$ cat src/rtl/coal_pkg.sv
// Shared definitions for the warp coalescer.
// Assumes: nothing beyond the standard language.
package coal_pkg;

    // Request-level sequencing states
    typedef enum logic [1:0] {
        ST_IDLE = 2'd0,
        ST_BUSY = 2'd1,
        ST_DONE = 2'd2
    } coal_state_e;

endpackage

$ cat src/rtl/lane_tag_unit.sv
// Converts every lane address into a region tag (address shifted right by
// the granularity of the selected mode). Tags of both modes share one width
// so that a single comparator tree serves either mode.
// Assumes: LINE_SHIFT >= SEG_SHIFT.
module lane_tag_unit #(
    parameter int LANES      = 32,
    parameter int ADDR_W     = 32,
    parameter int SEG_SHIFT  = 5,
    parameter int LINE_SHIFT = 7,
    localparam int TAG_W     = ADDR_W - SEG_SHIFT
) (
    input  logic [LANES*ADDR_W-1:0] addr_flat,
    input  logic                    uncached,
    output logic [LANES*TAG_W-1:0]  tag_flat
);

    for (genvar g = 0; g < LANES; g++) begin : g_lane
        logic [ADDR_W-1:0] lane_addr;
        assign lane_addr = addr_flat[g*ADDR_W +: ADDR_W];
        // Pick the shift that matches the fetch size of the current mode
        always_comb begin
            if (uncached)
                tag_flat[g*TAG_W +: TAG_W] = TAG_W'(lane_addr >> SEG_SHIFT);
            else
                tag_flat[g*TAG_W +: TAG_W] = TAG_W'(lane_addr >> LINE_SHIFT);
        end
    end

endmodule

$ cat src/rtl/region_min_tree.sv
// Balanced reduction tree that finds the smallest tag among lanes that are
// still waiting. Heap layout: node n has children 2n+1 and 2n+2, leaves sit
// at LANES-1 .. 2*LANES-2.
// Assumes: LANES is a power of two and at least 2.
module region_min_tree #(
    parameter int LANES = 32,
    parameter int TAG_W = 27,
    localparam int NODES = 2*LANES - 1
) (
    input  logic [LANES-1:0]       cand,
    input  logic [LANES*TAG_W-1:0] tag_flat,
    output logic [TAG_W-1:0]       min_tag,
    output logic                   any
);

    logic [NODES-1:0][TAG_W-1:0] node_tag;
    logic [NODES-1:0]            node_vld;

    for (genvar l = 0; l < LANES; l++) begin : g_leaf
        assign node_tag[LANES-1+l] = tag_flat[l*TAG_W +: TAG_W];
        assign node_vld[LANES-1+l] = cand[l];
    end

    for (genvar n = 0; n < LANES-1; n++) begin : g_node
        // Keep the valid child with the lower tag
        always_comb begin
            node_vld[n] = node_vld[2*n+1] | node_vld[2*n+2];
            if (!node_vld[2*n+2])
                node_tag[n] = node_tag[2*n+1];
            else if (!node_vld[2*n+1])
                node_tag[n] = node_tag[2*n+2];
            else if (node_tag[2*n+2] < node_tag[2*n+1])
                node_tag[n] = node_tag[2*n+2];
            else
                node_tag[n] = node_tag[2*n+1];
        end
    end

    assign min_tag = node_tag[0];
    assign any     = node_vld[0];

endmodule

$ cat src/rtl/group_match.sv
// Marks every waiting lane whose tag equals the chosen region tag; these
// lanes are served by the transaction now on offer.
// Assumes: tags were produced under the same mode as min_tag.
module group_match #(
    parameter int LANES = 32,
    parameter int TAG_W = 27
) (
    input  logic [LANES-1:0]       cand,
    input  logic [LANES*TAG_W-1:0] tag_flat,
    input  logic [TAG_W-1:0]       min_tag,
    output logic [LANES-1:0]       group
);

    for (genvar g = 0; g < LANES; g++) begin : g_cmp
        assign group[g] = cand[g] && (tag_flat[g*TAG_W +: TAG_W] == min_tag);
    end

endmodule

$ cat src/rtl/coal_ctrl.sv
// Request sequencer: captures a request, retires one lane group per
// accepted transaction, counts transactions, and pulses done for one cycle.
// Assumes: group is a non-empty subset of pend_q whenever any is high.
module coal_ctrl
    import coal_pkg::*;
#(
    parameter int LANES  = 32,
    parameter int ADDR_W = 32,
    parameter int CNT_W  = 6
) (
    input  logic                    clk,
    input  logic                    rst_n,
    input  logic                    req_valid,
    input  logic [LANES*ADDR_W-1:0] req_addr,
    input  logic [LANES-1:0]        req_mask,
    input  logic                    req_uncached,
    output logic                    req_ready,
    input  logic                    any,
    input  logic [LANES-1:0]        group,
    input  logic                    txn_ready,
    output logic [LANES*ADDR_W-1:0] addr_q,
    output logic [LANES-1:0]        pend_q,
    output logic                    unc_q,
    output logic                    busy,
    output logic                    last,
    output logic                    done,
    output logic [CNT_W-1:0]        count_q
);

    coal_state_e      state_q;
    logic [LANES-1:0] remain;

    assign remain    = pend_q & ~group;
    assign last      = (remain == '0);
    assign req_ready = (state_q == ST_IDLE);
    assign busy      = (state_q == ST_BUSY);
    assign done      = (state_q == ST_DONE);

    // Request capture: address and mode are held for the whole request
    always_ff @(posedge clk) begin
        if (!rst_n) begin
            addr_q <= '0;
            unc_q  <= 1'b0;
        end else if (state_q == ST_IDLE && req_valid) begin
            addr_q <= req_addr;
            unc_q  <= req_uncached;
        end
    end

    // Sequencing of pending lanes, transaction count and completion pulse
    always_ff @(posedge clk) begin
        if (!rst_n) begin
            state_q <= ST_IDLE;
            pend_q  <= '0;
            count_q <= '0;
        end else begin
            case (state_q)
                ST_IDLE: begin
                    if (req_valid) begin
                        pend_q  <= req_mask;
                        count_q <= '0;
                        state_q <= ST_BUSY;
                    end
                end
                ST_BUSY: begin
                    if (!any) begin
                        state_q <= ST_DONE;
                    end else if (txn_ready) begin
                        pend_q  <= remain;
                        count_q <= count_q + 1'b1;
                        if (last)
                            state_q <= ST_DONE;
                    end
                end
                default: begin
                    state_q <= ST_IDLE;
                end
            endcase
        end
    end

endmodule

$ cat src/rtl/warp_coalescer.sv
// Warp memory access coalescer. Groups the active lanes of one 32-lane
// request by aligned region (128-byte line or 32-byte segment) and emits
// one transaction per region, lowest address first, one per cycle.
// Assumes: every lane address is word aligned and each access is 4 bytes.
module warp_coalescer #(
    parameter int LANES      = 32,
    parameter int ADDR_W     = 32,
    parameter int SEG_BYTES  = 32,
    parameter int LINE_BYTES = 128,
    localparam int SEG_SHIFT  = $clog2(SEG_BYTES),
    localparam int LINE_SHIFT = $clog2(LINE_BYTES),
    localparam int TAG_W      = ADDR_W - SEG_SHIFT,
    localparam int CNT_W      = $clog2(LANES + 1),
    localparam int SZ_W       = $clog2(LINE_BYTES + 1),
    localparam int BYTES_W    = $clog2(LANES*LINE_BYTES + 1)
) (
    input  logic                    clk,
    input  logic                    rst_n,
    input  logic                    req_valid,
    output logic                    req_ready,
    input  logic [LANES*ADDR_W-1:0] req_addr,
    input  logic [LANES-1:0]        req_mask,
    input  logic                    req_uncached,
    output logic                    txn_valid,
    input  logic                    txn_ready,
    output logic [ADDR_W-1:0]       txn_addr,
    output logic [LANES-1:0]        txn_lanes,
    output logic [SZ_W-1:0]         txn_bytes,
    output logic                    txn_last,
    output logic                    done,
    output logic [CNT_W-1:0]        done_count,
    output logic [BYTES_W-1:0]      done_bytes
);

    logic [LANES*ADDR_W-1:0] addr_q;
    logic [LANES-1:0]        pend_q;
    logic                    unc_q;
    logic                    busy;
    logic                    any;
    logic                    last;
    logic [LANES-1:0]        group;
    logic [TAG_W-1:0]        min_tag;
    logic [LANES*TAG_W-1:0]  tag_flat;
    logic [CNT_W-1:0]        count_q;

    lane_tag_unit #(
        .LANES(LANES), .ADDR_W(ADDR_W),
        .SEG_SHIFT(SEG_SHIFT), .LINE_SHIFT(LINE_SHIFT)
    ) tag_i (
        .addr_flat(addr_q), .uncached(unc_q), .tag_flat(tag_flat)
    );

    region_min_tree #(.LANES(LANES), .TAG_W(TAG_W)) tree_i (
        .cand(pend_q), .tag_flat(tag_flat), .min_tag(min_tag), .any(any)
    );

    group_match #(.LANES(LANES), .TAG_W(TAG_W)) match_i (
        .cand(pend_q), .tag_flat(tag_flat), .min_tag(min_tag), .group(group)
    );

    coal_ctrl #(.LANES(LANES), .ADDR_W(ADDR_W), .CNT_W(CNT_W)) ctrl_i (
        .clk(clk), .rst_n(rst_n),
        .req_valid(req_valid), .req_addr(req_addr), .req_mask(req_mask),
        .req_uncached(req_uncached), .req_ready(req_ready),
        .any(any), .group(group), .txn_ready(txn_ready),
        .addr_q(addr_q), .pend_q(pend_q), .unc_q(unc_q),
        .busy(busy), .last(last), .done(done), .count_q(count_q)
    );

    // Transaction fields: region base rebuilt from the tag in the held mode
    always_comb begin
        txn_valid = busy && any;
        txn_lanes = group;
        txn_last  = last;
        if (unc_q) begin
            txn_addr  = ADDR_W'(min_tag) << SEG_SHIFT;
            txn_bytes = SZ_W'(SEG_BYTES);
        end else begin
            txn_addr  = ADDR_W'(min_tag) << LINE_SHIFT;
            txn_bytes = SZ_W'(LINE_BYTES);
        end
    end

    // Completion report: count and bytes scaled by the held granularity
    always_comb begin
        done_count = count_q;
        if (unc_q)
            done_bytes = BYTES_W'(count_q) << SEG_SHIFT;
        else
            done_bytes = BYTES_W'(count_q) << LINE_SHIFT;
    end

endmodule

$ cat config.mk
export PLATFORM = sky130hd
export DESIGN_NAME = warp_coalescer
export DESIGN_NICKNAME = d
export VERILOG_FILES = /design/src/rtl/coal_pkg.sv /design/src/rtl/lane_tag_unit.sv /design/src/rtl/region_min_tree.sv /design/src/rtl/group_match.sv /design/src/rtl/coal_ctrl.sv /design/src/rtl/warp_coalescer.sv
export SDC_FILE = /design/constraint.sdc
export NUM_CORES = 2
export LEC_CHECK = 0
export ABC_AREA = 1
export BUFFER_PORTS_ARGS = -buffer_cell sky130_fd_sc_hd__buf_2
export CAP_MARGIN = 20
export CORE_MARGIN = 5
export CORE_UTILIZATION = 44
export CTS_CLUSTER_DIAMETER = 50
export DETAILED_ROUTE_END_ITERATION = 6
export HOLD_SLACK_MARGIN = 0.12
export PLACE_DENSITY_LB_ADDON = 0.15
export SYNTH_ARGS = -nofsm -noshare
export SYNTH_HDL_FRONTEND = slang
export SYNTH_SLANG_ARGS = --single-unit
$ cat constraint.sdc
create_clock -name clk -period 19.2 [get_ports clk]
set_input_delay 3.84 -clock clk [delete_from_list [all_inputs] [get_ports clk]]
set_output_delay 3.84 -clock clk [all_outputs]
set_load 0.03 [all_outputs]
==> flow_metrics.py <==
metrics = {
    "yosys": {
        "ys_types": 42,
        "yosys-top-cells-area": "dfxtp_1 22%, nand2_1 21%, o21ai_0 15%",
        "yosysTopAreaCell": "dfxtp_1",
        "async_reset_ff_share_pct": 0,
        "ys_seq_elements": 905,
        "ys_seq_area_share_pct": 21.5,
        "syn_area_um2": 84200,
        "synth-edff-count": 0,
        "synth_most_common_cell": "nand2_1",
        "synthFlopType": "dfxtp_1",
        "ys_top_cells_by_count": "4613 x nand2_1, 2467 x o21ai_0, 1813 x nor2_1",
        "synth_cells": 14600,
        "avgSynthCellArea_um2": 5.78,
        "synth_top_cell_area_share_pct": 21.5,
        "yosysWarnings": 0,
    },
    "placed_design": {
        "io_buffers": 979,
        "dp_hpwl_um": 346000,
        "routabilityCongestion": 1.06,
    },
    "routing": {
        "dr.pass1.iters": 6,
        "drt-total-wl_um": 434000,
        "drc": 0,
        "route.vias.total": 99900,
        "routedWlPerCell_um": 23.8,
        "routed_via_density": 5.49,
        "postRouteAntennaNets": 0,
        "drtIter0Drc": 12300,
    },
    "setup_path": {
        "worst_path_max_delay_cell": "o21ai_0",
        "crit_buf_inv": 18,
        "crit_required_ns": 15.36,
        "worstRegToRegCells": 81,
        "r2r_start": "ctrl_i.unc_q",
        "cp-end-kind": "output pin",
        "start_kind": "flop",
        "crit_path_frequent_cell": "nand2_1",
        "reg2reg_slack_ns": 5.17,
        "r2r-end": "ctrl_i.state_q[0]",
        "crit_arrival_ns": 14.77,
        "path_class": "flop to output pin",
        "path_delay_family": "simple AND/OR/NAND/NOR gates",
        "worstPathMaxFanout": 96,
        "slowest_delay_ns": 0.87,
    },
    "clock_tree": {
        "cts.path.max_buffers": 3,
        "cts_tree": "yes",
        "clock-sinks": 905,
        "clk_latency_ns": 0.83,
        "numCtsBuffers": 111,
        "cts-root-buf": "clkbuf_16",
        "htree_levels": 3,
        "path_clk_slew_ns": 0.06,
    },
    "run": {
        "maxCapViolCount": 0,
    },
    "timing": {
        "finalCritPeriodShare_pct": 96.9,
        "finalSetupTns_ns": 0,
        "worst_slew_pin_slew_ns": 1.20,
        "fmax_mhz": 53.7,
        "hold_viol": 0,
        "finalCriticalPeriod_ns": 18.61,
        "finClkSkew_ns": 0.0786,
        "whs_ns": 0.456,
        "setup_viol": 0,
        "final_max_slew_viol_count": 0,
        "relSlewSlack_pct": 19.1,
    },
    "run_status": {
        "status": "finished, final reports clean",
    },
    "die": {
        "die_area_um2": 200000,
        "die_y_um": 447,
        "coreArea_um2": 190000,
        "rows": 160,
        "die_w_um": 447,
        "io_pins": 1156,
        "initial_core_util_pct": 44.3,
    },
    "worst_hold_path": {
        "hp-start": "ctrl_i.addr_q[37]",
        "holdPathEnd": "ctrl_i.addr_q[37]",
        "holdPathStages": 2,
        "hp-class": "flop to flop",
    },
    "global_route": {
        "antenna_found_initial": 31,
        "gr-usage-all-layers_pct": 40.4,
        "grt-ovfl-total": 0,
        "grt.busiest_layer": "met2",
        "grt_util_met1_pct": 53.7,
        "grt_max_degree": 214,
        "grt_first_pass_wirelength_um": 592000,
        "grt_use_met2_pct": 61.4,
        "grt_use_met3_pct": 7.27,
        "grt_pass1_vias": 86800,
    },
    "layout": {
        "drive_gt1_share_pct": 15.6,
        "fin_util_pct": 53.2,
        "nets": 17400,
        "area_delta_synth_final_pct": 20.3,
        "fill_cells": 20400,
    },
}
==> layout make-up <==
class,instances,area [um2],area share [%]
Inverter,1278,4870,4.82
Clock buffer,140,3000,2.96
Timing Repair Buffer,1699,12600,12.5
Multi-Input combinational cell,11600,58400,57.7
Sequential cell,905,18100,17.9
Clock inverter,66,893,0.883
Timing Repair inverter,9,80.1,0.0791
Tap cell,2511,3140,3.10
Antenna cell,35,87.6,0.0865
==> cell usage in the layout, fill, tap and decap left out, types with 12 or more instances in the layout <==
master      count
a211oi_1       30
a21o_1         13
a21oi_1       619
buf_12        153
buf_2         978
buf_4         529
buf_6          14
clkbuf_1       18
clkbuf_16     121
clkinv_2       16
clkinvlp_4     20
conb_1         16
dfxtp_1       904
diode_2        35
ha_1          807
inv_1        1260
inv_8          14
mux2i_1        20
nand2_1      4566
nand2_2        67
nand2_4        13
nand3_1       329
nand4_1        75
nor2_1       1813
nor3_1         21
o21a_1         12
o21ai_0      2236
o21ai_1       191
o21ai_2        37
o221ai_1       16
or2_2         382
xor2_1        225
==> registers in the layout, indices dropped and copies added, names as in the netlist <==
register / flops
ctrl_i.pend_q: 32
ctrl_i.count_q: 6
ctrl_i.unc_q: 1
ctrl_i.state_q: 2
ctrl_i.addr_q: 864
==> worst max path at each step <==
stage	startpoint	endpoint	slack, ns	cells after the start
CTS	ctrl_i.unc_q	txn_last	0.03	88
global route	ctrl_i.unc_q	txn_last	-0.05	90
detailed placement	ctrl_i.unc_q	txn_last	0.06	84
finish	ctrl_i.unc_q	txn_last	0.59	79
global placement	ctrl_i.unc_q	txn_last	0.07	83
floorplan	ctrl_i.unc_q	txn_last	3.51	84
==> kinds of logic (layout without fill, tap and decap cells) <==
| group | count (synthesis) | after routing | synth area share (%) |
|---|---|---|---|
| and+or+nand+nor | 7316 | 7317 | 34.8 |
| AOI/OAI and AO/OA | 3189 | 3189 | 19.3 |
| buffers and inverters | 2090 | 3192 | 9.75 |
| DFF | 905 | 905 | 21.5 |
| adders and majority gates | 807 | 807 | 12.0 |
| xor gates and xnor gates | 225 | 225 | 2.34 |
| muxes | 21 | 21 | 0.250 |
| other | 1 | 51 | 0.00446 |
==> per-stage QoR <==
step | std cells | cell area [um2] | worst slack (ns)
final | 18200 | 101000 | 0.591
after global routing | 18200 | 101000 | -0.0548
after CTS | 18100 | 100000 | 0.0278
after detailed placement | 17900 | 96100 | 0.0649
after global placement | 17900 | 96000 | 0.0715
after floorplan | 14600 | 84200 | 3.51
==> what timing repair did <==
item / CTS / global route
pin swaps: 0 / 1
hold buffers: 0 / 0
cloned: 1 / 20
endpoints found under the setup margin: 30 / 40
endpoints found under the hold margin: 0 / 0
gates resized for setup: 38 / 337
buffers inserted: 1 / 22
==> routing by layer <==
metal  wire (um)  part of all wire, %  vias to the layer above
met4       30700                  7.1                       12
met2      183000                   42                     4950
li1            -                    -                    48700
met3       42300                  9.8                      973
met1      178000                   41                    45300
met5         196                0.045                        -
==> worst register-to-register path, delay by kind of cell (launching register included) <==
kind / cells / cell delay [ns]
DFF: 1 / 0.37
AOI/OAI and AO/OA: 11 / 3.74
buffers and inverters: 17 / 2.78
adders and majority gates: 5 / 1.72
and+or+nand+nor: 48 / 5.20
Power is not shown: default switching activity piles up to over one toggle a cycle in this logic, so the estimate is an artifact.
